$ cat config.mk
export PLATFORM = sky130hd
export DESIGN_NAME = sram_timing_mon
export DESIGN_NICKNAME = d
export VERILOG_FILES = /design/src/rtl/sram_timing_mon.sv
export SDC_FILE = /design/constraint.sdc
export NUM_CORES = 1
export LEC_CHECK = 0
export BUFFER_PORTS_ARGS = -buffer_cell sky130_fd_sc_hd__buf_2
export CORE_MARGIN = 2
export CORE_UTILIZATION = 45
export CTS_BUF_LIST = sky130_fd_sc_hd__clkbuf_16
export DETAILED_ROUTE_END_ITERATION = 10
export GPL_TIMING_DRIVEN = 0
export PLACE_DENSITY_LB_ADDON = 0.12
export SYNTH_ARGS = -nofsm -noshare
export SYNTH_HDL_FRONTEND = slang
export SYNTH_SLANG_ARGS = --single-unit
$ cat constraint.sdc
create_clock -name clk -period 7.7 [get_ports clk]
set_input_delay 0.385 -clock clk [delete_from_list [all_inputs] [get_ports clk]]
set_output_delay 0.385 -clock clk [all_outputs]
set_load 0.02 [all_outputs]
$ cat src/rtl/sram_timing_mon.sv
module sram_timing_mon #(
  parameter int ADDR_W = 19,
  parameter int DATA_W = 8,
  parameter int CNT_W  = 8,
  parameter int T_WP   = 4,
  parameter int T_CW   = 5,
  parameter int T_AW   = 5,
  parameter int T_DW   = 3,
  parameter int T_WC   = 5,
  parameter int T_RC   = 5
) (
  input  logic              clk,
  input  logic              rst_n,
  input  logic              clr,
  input  logic              cs_n,
  input  logic              oe_n,
  input  logic              we_n,
  input  logic [ADDR_W-1:0] addr,
  input  logic [DATA_W-1:0] dq,
  input  logic              host_drv,
  output logic [8:0]        err_flags,
  output logic [15:0]       err_count
);
  localparam int NR = 9;
  localparam logic [CNT_W-1:0] CMAX = {CNT_W{1'b1}};
  localparam logic [CNT_W-1:0] L_WP = CNT_W'(T_WP);
  localparam logic [CNT_W-1:0] L_CW = CNT_W'(T_CW);
  localparam logic [CNT_W-1:0] L_AW = CNT_W'(T_AW);
  localparam logic [CNT_W-1:0] L_DW = CNT_W'(T_DW);
  localparam logic [CNT_W-1:0] L_WC = CNT_W'(T_WC);
  localparam logic [CNT_W-1:0] L_RC = CNT_W'(T_RC);

  logic              primed, win_q, wr_seen, sel_seen;
  logic [ADDR_W-1:0] addr_q;
  logic [DATA_W-1:0] dq_q;
  logic [CNT_W-1:0]  w_cnt, cs_cnt, a_cnt, d_cnt;
  logic [NR-1:0]     viol;
  logic [16:0]       cnt_sum;
  logic [15:0]       cnt_base;

  wire win     = !cs_n && !we_n;
  wire w_open  = win && !win_q;
  wire w_close = !win && win_q;
  wire a_chg   = primed && (addr != addr_q);
  wire d_chg   = primed && (dq != dq_q);

  function automatic logic [CNT_W-1:0] sat_inc(input logic [CNT_W-1:0] v);
    return (v == CMAX) ? v : v + 1'b1;
  endfunction

  assign viol[0] = w_close && (w_cnt  < L_WP);
  assign viol[1] = w_close && (cs_cnt < L_CW);
  assign viol[2] = w_close && (a_cnt  < L_AW);
  assign viol[3] = w_close && (d_cnt  < L_DW);
  assign viol[4] = win && win_q && a_chg;
  assign viol[5] = w_open && a_chg;
  assign viol[6] = a_chg && wr_seen && (a_cnt < L_WC);
  assign viol[7] = a_chg && !wr_seen && sel_seen && (a_cnt < L_RC);
  assign viol[8] = host_drv && !cs_n && !oe_n && we_n;

  assign cnt_base = clr ? 16'd0 : err_count;
  assign cnt_sum  = {1'b0, cnt_base} + 17'($countones(viol));

  always_ff @(posedge clk or negedge rst_n) begin
    if (!rst_n) begin
      primed    <= 1'b0;
      win_q     <= 1'b0;
      wr_seen   <= 1'b0;
      sel_seen  <= 1'b0;
      addr_q    <= '0;
      dq_q      <= '0;
      w_cnt     <= '0;
      cs_cnt    <= '0;
      a_cnt     <= '0;
      d_cnt     <= '0;
      err_flags <= '0;
      err_count <= '0;
    end else begin
      primed   <= 1'b1;
      win_q    <= win;
      addr_q   <= addr;
      dq_q     <= dq;
      w_cnt    <= win  ? sat_inc(w_cnt)  : '0;
      cs_cnt   <= !cs_n ? sat_inc(cs_cnt) : '0;
      a_cnt    <= a_chg ? CNT_W'(1) : sat_inc(a_cnt);
      d_cnt    <= d_chg ? CNT_W'(1) : sat_inc(d_cnt);
      wr_seen  <= a_chg ? win    : (wr_seen  | win);
      sel_seen <= a_chg ? !cs_n  : (sel_seen | !cs_n);
      err_flags <= (clr ? '0 : err_flags) | viol;
      err_count <= cnt_sum[16] ? 16'hFFFF : cnt_sum[15:0];
    end
  end
endmodule


==> run metrics, run 1 <==
total of cells resized after clock tree synthesis=0; Die X-Extent=104 um; Post-synth EDFFs=0; H-tree levels=3; global route overflow=0; WHS=-0.00221 ns; post-synthesis cell count=420; maxcap violations=0; Critical Path Sink Type=flop; CTS tree=built; ANT nets after route=0; failing checks=negative hold slack; register bit count reported by yosys=88; Clk Latency, worst-skew pair=0.34 ns; length of routed met3 wiring=around 240 um; drt wl/cell=14.0 um; worst rel slew slack=57.7%; post-route setup TNS=0 ns; residual DRC count=0; CP max stage delay=0.56 ns; io pins=59; CTS buffer count=9; Yosys warning count=0; asr flop ratio synth=100%; Final min period=around 5 ns; CTS clk-pin slew, worst paths=about 0.060 ns; Leakage=2.50 nW; Yosys top cell by area=dfrtp_1; slowest stage cell, crit path=fa_1; Synth Flop Type=dfrtp_1; register area share after synthesis=48.8%; number of nets in the layout=about 540; critical path arrival=5.22 ns; initial antenna violation count=0; final slew viol count=0; hold violation total from the final report=1; worst min path class=input port to asynchronous set/reset pin; setup bufs post-CTS=0; vias in the first global route=about 3,400; Multi-input gate area=2190 sq um; metal2 WL=4.18 mm; total track usage=17.8%; largest net degree at the start of global routing=56; DRT iter0 DRCs=72; drt pass-1 iters=6; layout cell share with drive strength beyond 1=between 10% and 20%; Setup CP Type=flop to flop; Setup violations, final=0; routed vias/inst=between 5 and 6; Port-buffer cells=58; Final GP Congestion=about 0.77; first-pass GRT wire length=15.7 mm; met1 WL=approximately 4.2 mm; Critical Path, Cell by Cell=xnor2_1 > nand4_1 > nor3_2 > a21boi_0 > fa_1 > inv_1 > fa_1 > inv_1 > fa_1 > ha_1 > fa_1 > a211oi_1 > nor3_2 > nand3_1 > buf_2 > o21ai_1; die area=~11,000 sq um; Synth Net Count=472; worst slew pin tran=about 0.63 ns; run status=finished with violations; clock root buffer=clkbuf_16; top cell type's share of synthesized area=48.8%; final setup skew=0.00590 ns; die height=roughly 100 um; Fillers=about 940; Worst path top cell family by delay=adder cells; P&R area growth vs syn=18.2%; Top cell by count, worst path=fa_1; PD cells=219 nW/um^2; RSZ-0062 raised after global routing=no; Post-CTS Hold Buffers=0; top layer in use=met4; Row Count=36; most frequent cells in the layout=dfrtp_1 (88), buf_2 (60), inv_1 (25), xnor2_1 (25), nor2_1 (24); Area contributors post-synth=dfrtp_1 (49%), xnor2_1 (4.8%), ha_1 (3.3%); crit path max fanout=10; Register Area=2200 sq um; clk sinks=just under 90; initial core utilization=a little under half; DPL Wire Length=~6.5 mm; routed vias=3,356; Worst Path Required=7.90 ns; core area=9770 sq um; clock tree buffer depth=2; WP buf/inv=3; Tot Pwr=1.17 mW; mapped cell area=between 4000 and 5000 sq um; Critical Path Start Type=flop; FMAX=199 MHz; synthesized area per cell=10.8 sq um; Distinct cells, synth=between 50 and 60; Worst VDD drop=104 uV; Detailed Route WL=8.80 mm; commonest non-fill, non-tap cell in the layout=dfrtp_1; period utilisation layout=65.2%; ANT cells=0
layer usage:
layer | track usage [%] | vias to the layer above
met5 | 0 | -
met4 | 8.20 | 0
met3 | 2.94 | 19
met2 | 29.1 | 56
met1 | 23.3 | 1617
li1 | - | 1664
per-stage QoR:
| step | setup WS [ns] | cells | instance area, sq um | util, % | hold WS, ns |
|---|---|---|---|---|---|
| after CTS | 2.63 | 628 | 5340 | 54.6 | 0.00636 |
| after floorplan | 3.22 | 420 | 4520 | - | 0.0894 |
| after global placement | 2.60 | 611 | 4970 | 50.9 | 0.466 |
| after global routing | 2.28 | 628 | 5340 | 54.6 | 0.0282 |
| final | 2.68 | 628 | 5340 | 54.6 | -0.00221 |
| after detailed placement | 2.51 | 612 | 5000 | 51.2 | 0.376 |
layout make-up:
class	count	area share, %
Clock buffer	9	4.22
Sequential cell	88	41.2
Timing Repair Buffer	59	6.00
Multi-Input combinational cell	301	41.1
Buffer	7	0.562
Clock inverter	7	2.09
Tap cell	133	3.12
Inverter	24	1.69
power breakdown:
group          switching [mW]  internal, mW  total [mW]
sequential             0.0179         0.490       0.508
clock                   0.175         0.315       0.489
combinational           0.101        0.0710       0.172
cells in the mapped netlist (5+ instances only):
| library cell | count |
|---|---|
| dfrtp_1 | 88 |
| xnor2_1 | 25 |
| inv_1 | 24 |
| nor2_1 | 24 |
| o21ai_0 | 22 |
| nand3_1 | 21 |
| nand2_1 | 19 |
| xor2_1 | 15 |
| and3_1 | 14 |
| nor3_1 | 13 |
| ha_1 | 12 |
| a31oi_1 | 11 |
| nand4_1 | 11 |
| nor2b_1 | 11 |
| nor4_1 | 7 |
| a21oi_1 | 6 |
| fa_1 | 6 |
| mux2i_1 | 6 |
| a211oi_1 | 5 |
| o21ai_1 | 5 |
registers in the layout, indices dropped and copies added (netlist names):
register / flops
err_count: 16
err_flags: 9
d_cnt: 8
cs_cnt: 8
a_cnt: 8
primed: 1
win_q: 1
addr_q: 19
wr_seen: 1
sel_seen: 1
w_cnt: 8
dq_q: 8
worst paths after layout:
kind	start	to	slack (ns)	cells past startpoint
max	addr_q[16]$_DFF_PN0_	err_count[12]$_DFF_PN0_	2.68	16
max in group asynchronous	rst_n	a_cnt[7]$_DFFE_PN0P_	7.08	2
max reg2reg	addr_q[16]$_DFF_PN0_	err_count[12]$_DFF_PN0_	2.68	16
min reg2reg	err_flags[4]$_DFF_PN0_	err_flags[4]$_DFF_PN0_	0.48	2
min in group clk	addr[12]	addr_q[12]$_DFF_PN0_	0.17	1
min	rst_n	cs_cnt[7]$_DFFE_PN0P_	-0.002	1
cells by family after synthesis:
| family | count (synthesis) | synth area share (%) |
|---|---|---|
| AO/OA/AOI/OAI | 81 | 12.0 |
| XOR/XNOR | 44 | 9.20 |
| adder cells (fa/ha/maj) | 18 | 5.99 |
| buffers and inverters | 31 | 2.66 |
| flip-flops | 88 | 48.8 |
| multiplexers | 6 | 1.33 |
| other | 1 | 0.0830 |
| AND/OR/NAND/NOR | 151 | 20.0 |
Note: power is estimated with default switching activity, not from simulation.
==> inputs of run 2 (changes only) <==
==> constraint.sdc (replaced) <==
create_clock -name clk -period 5 [get_ports clk]
set_input_delay 0.25 -clock clk [delete_from_list [all_inputs] [get_ports clk]]
set_output_delay 0.25 -clock clk [all_outputs]
set_load 0.02 [all_outputs]
==> run 2 against run 1 <==
Net effect:
- the run now ends clean
- worst setup slack worse by 2.4 ns
- fmax increased by 5.5%
- cell area rose by 1.1%
- global-route usage grew 0.14 points
- clock power rose by 54%
==> run metrics, run 2 (same netlist as run 1, synthesis figures left out) <==
run status=finished clean; H-tree levels=3 (unchanged); Top cell by count, worst path=fa_1; Hold Path End=dq_q[2]$_DFF_PN0_; PD cells=335 nW/um^2 (+53%); Flop pwr share=43.3% (about the same); Clk network pwr share=41.6% (-0.3 points); Reg with most FFs=addr_q; Logic pwr share=15.1% (+0.4 points); Die X-Extent=104 um (unchanged); worst rel slew slack=57.7% (about the same); Fillers=928 (-0.75%); number of nets in the layout=546 (+0.74%); first-pass GRT wire length=15.8 mm (+0.66%); commonest non-fill, non-tap cell in the layout=dfrtp_1; slowest stage cell, crit path=or4_4; critical path arrival=4.96 ns (-0.26 ns); initial antenna violation count=0 (unchanged); largest net degree at the start of global routing=56 (unchanged); core area=9770 sq um (unchanged); final slew viol count=0 (unchanged); total track usage=17.9% (+0.14 points); Setup CP Type=flop to flop; die area=10,900 sq um (unchanged); hold violation total from the final report=0 (-1); DRT iter0 DRCs=89 (+24%); Top Registers=addr_q x19, err_count x16, err_flags x9; critical path depth in cells=15 (-1); Port-buffer cells=58 (unchanged); min-delay src=dq[2]; Worst R2R Setup Slack=0.24 ns (-2.44 ns); worst r2r path cells=15 (-1); period utilisation layout=95.2% (+30 points); most frequent cells in the layout=dfrtp_1 (88), buf_2 (60), inv_1 (25), xnor2_1 (25), nor2_1 (23); io pins=59 (unchanged); placed cells=612 (unchanged); routed vias/inst=5.37 (+0.46%); CP max stage delay=0.60 ns (+0.04 ns); Critical Path, Cell by Cell=or4_4 > nor4_4 > a21boi_1 > fa_1 > inv_1 > fa_1 > inv_1 > fa_1 > ha_1 > fa_1 > a211oi_4 > nor3_2 > nand3_1 > buf_2 > o21ai_1; r2r startpoint=a_cnt[6]$_DFFE_PN0P_; drt pass-1 iters=4 (-2); met1 Use GR=23.4% (+0.10 points); Detailed Route WL=8.89 mm (+0.94%); final setup skew=0.00639 ns (+0.000490 ns); P&R area growth vs syn=19.5%; routed vias=3,393 (+1.1%); CTS tree=built; vias in the first global route=3,397 (+0.92%); clock tree buffer depth=2 (unchanged); global route overflow=0 (unchanged); WP buf/inv=3 (unchanged); CTS buffer count=9 (unchanged); layout cell share with drive strength beyond 1=19.4% (+0.85 points); Leakage=2.53 nW (+1.4%); initial core utilization=46.2% (unchanged); clock root buffer=clkbuf_16; die height=104 um (unchanged); Final GP Congestion=0.770 (unchanged); internal power=1.35 mW (+54%); FF-to-FF End=err_count[12]$_DFF_PN0_; FMAX=210 MHz (+5.5%); GR Layer Usage met2=29.1% (unchanged); ANT nets after route=0 (unchanged); ANT cells=0 (unchanged); crit path max fanout=10 (unchanged); GRT busiest layer=met2; met3 Use GR=3.07% (+0.13 points); worst slew pin tran=0.635 ns (+0.000350 ns); Worst path top cell family by delay=adder cells; Clk Latency, worst-skew pair=0.34 ns (about the same); residual DRC count=0 (unchanged); drt wl/cell=14.1 um (+0.30%); Psw=0.455 mW (+55%); Row Count=36 (unchanged); Critical Path Sink Type=flop; Final min period=4.76 ns (-0.261 ns); max FFs per register=19 (unchanged); Worst VDD drop=160 uV (+54%); worst min path class=input port to flop; Critical Path Start Type=flop; clk sinks=88 (unchanged); Setup violations, final=0 (unchanged); RSZ-0062 raised after global routing=no; hold path depth=1; DPL Wire Length=6.49 mm (unchanged); Tot Pwr=1.81 mW (+55%); maxcap violations=0 (unchanged); Worst Path Required=5.20 ns (-2.70 ns); CTS clk-pin slew, worst paths=0.06 ns (about the same); Final Instance Count excl. Fillers=632 (+0.64%); sw frac=25.2% (+0.054 points)
run 2: worst register-to-register path: stages, from the launching register on:
cell and delay (ns):
dfrtp_1 0.41, or4_4 0.60, nor4_4 0.27, a21boi_1 0.26
fa_1 0.44, inv_1 0.09, fa_1 0.43, inv_1 0.10
fa_1 0.40, ha_1 0.23, fa_1 0.48, a211oi_4 0.30
nor3_2 0.14, nand3_1 0.13, buf_2 0.24, o21ai_1 0.10
run 2: worst max-delay path by stage:
stage / start / slack (ns) / end
final: a_cnt[6]$_DFFE_PN0P_ / 0.24 / err_count[12]$_DFF_PN0_
after global routing: addr_q[3]$_DFF_PN0_ / 0.01 / err_count[5]$_DFF_PN0_
after CTS: addr_q[13]$_DFF_PN0_ / 0.13 / err_count[12]$_DFF_PN0_
after detailed placement: addr_q[16]$_DFF_PN0_ / -0.07 / err_count[12]$_DFF_PN0_
after global placement: addr_q[16]$_DFF_PN0_ / 0.02 / err_count[12]$_DFF_PN0_
after floorplan: a_cnt[6]$_DFFE_PN0P_ / 0.52 / err_count[10]$_DFF_PN0_
run 2: routing by layer:
layer,vias up,share of wire (%)
met5,-,0
met4,0,2.3
met3,20,2.6
met2,50,48
met1,1648,47
li1,1675,-
run 2: cell type report:
class | count | area (sq um) | area share, %
clock buffers | 9 | 225 | 4.17
plain buffers | 7 | 30.0 | 0.556
multi-input cells | 301 | 2220 | 41.1
clock inverters | 7 | 111 | 2.06
flip-flops and latches | 88 | 2200 | 40.8
well taps | 133 | 166 | 3.08
repair buffers | 63 | 353 | 6.54
inverters | 24 | 90.1 | 1.67
run 2: repair_timing:
item                                    4_1_cts  5_1_grt
hold buffers                                  1        0
endpoints found under the setup margin       10       14
resized for setup                             3        2
cloned                                        0        0
buffers inserted                              0        3
pin swaps                                     0        2
hold endpoints to repair                     33        0
run 2: power by group through the flow:
stage               sequential [mW]  clock (mW)  combinational, mW
floorplan                     0.818           0              0.146
global placement              0.795           0              0.259
global route                  0.789       0.807              0.310
CTS                           0.783       0.775              0.277
detailed placement            0.795           0              0.272
finish                        0.782       0.752              0.273
run 2: metrics by stage:
step | setup TNS, ns | instance area [sq um] | setup slack [ns] | util [%] | hold slack, ns
finish | 0 | 5400 | 0.242 | 55.2 | 0.0404
global route | 0 | 5400 | 0.0112 | 55.2 | 0.0302
CTS | 0 | 5360 | 0.125 | 54.9 | 0.0277
detailed placement | -0.476 | 5000 | -0.0698 | 51.2 | 0.241
global placement | 0 | 4970 | 0.0214 | 50.9 | 0.381
floorplan | 0 | 4520 | 0.525 | - | -0.0456
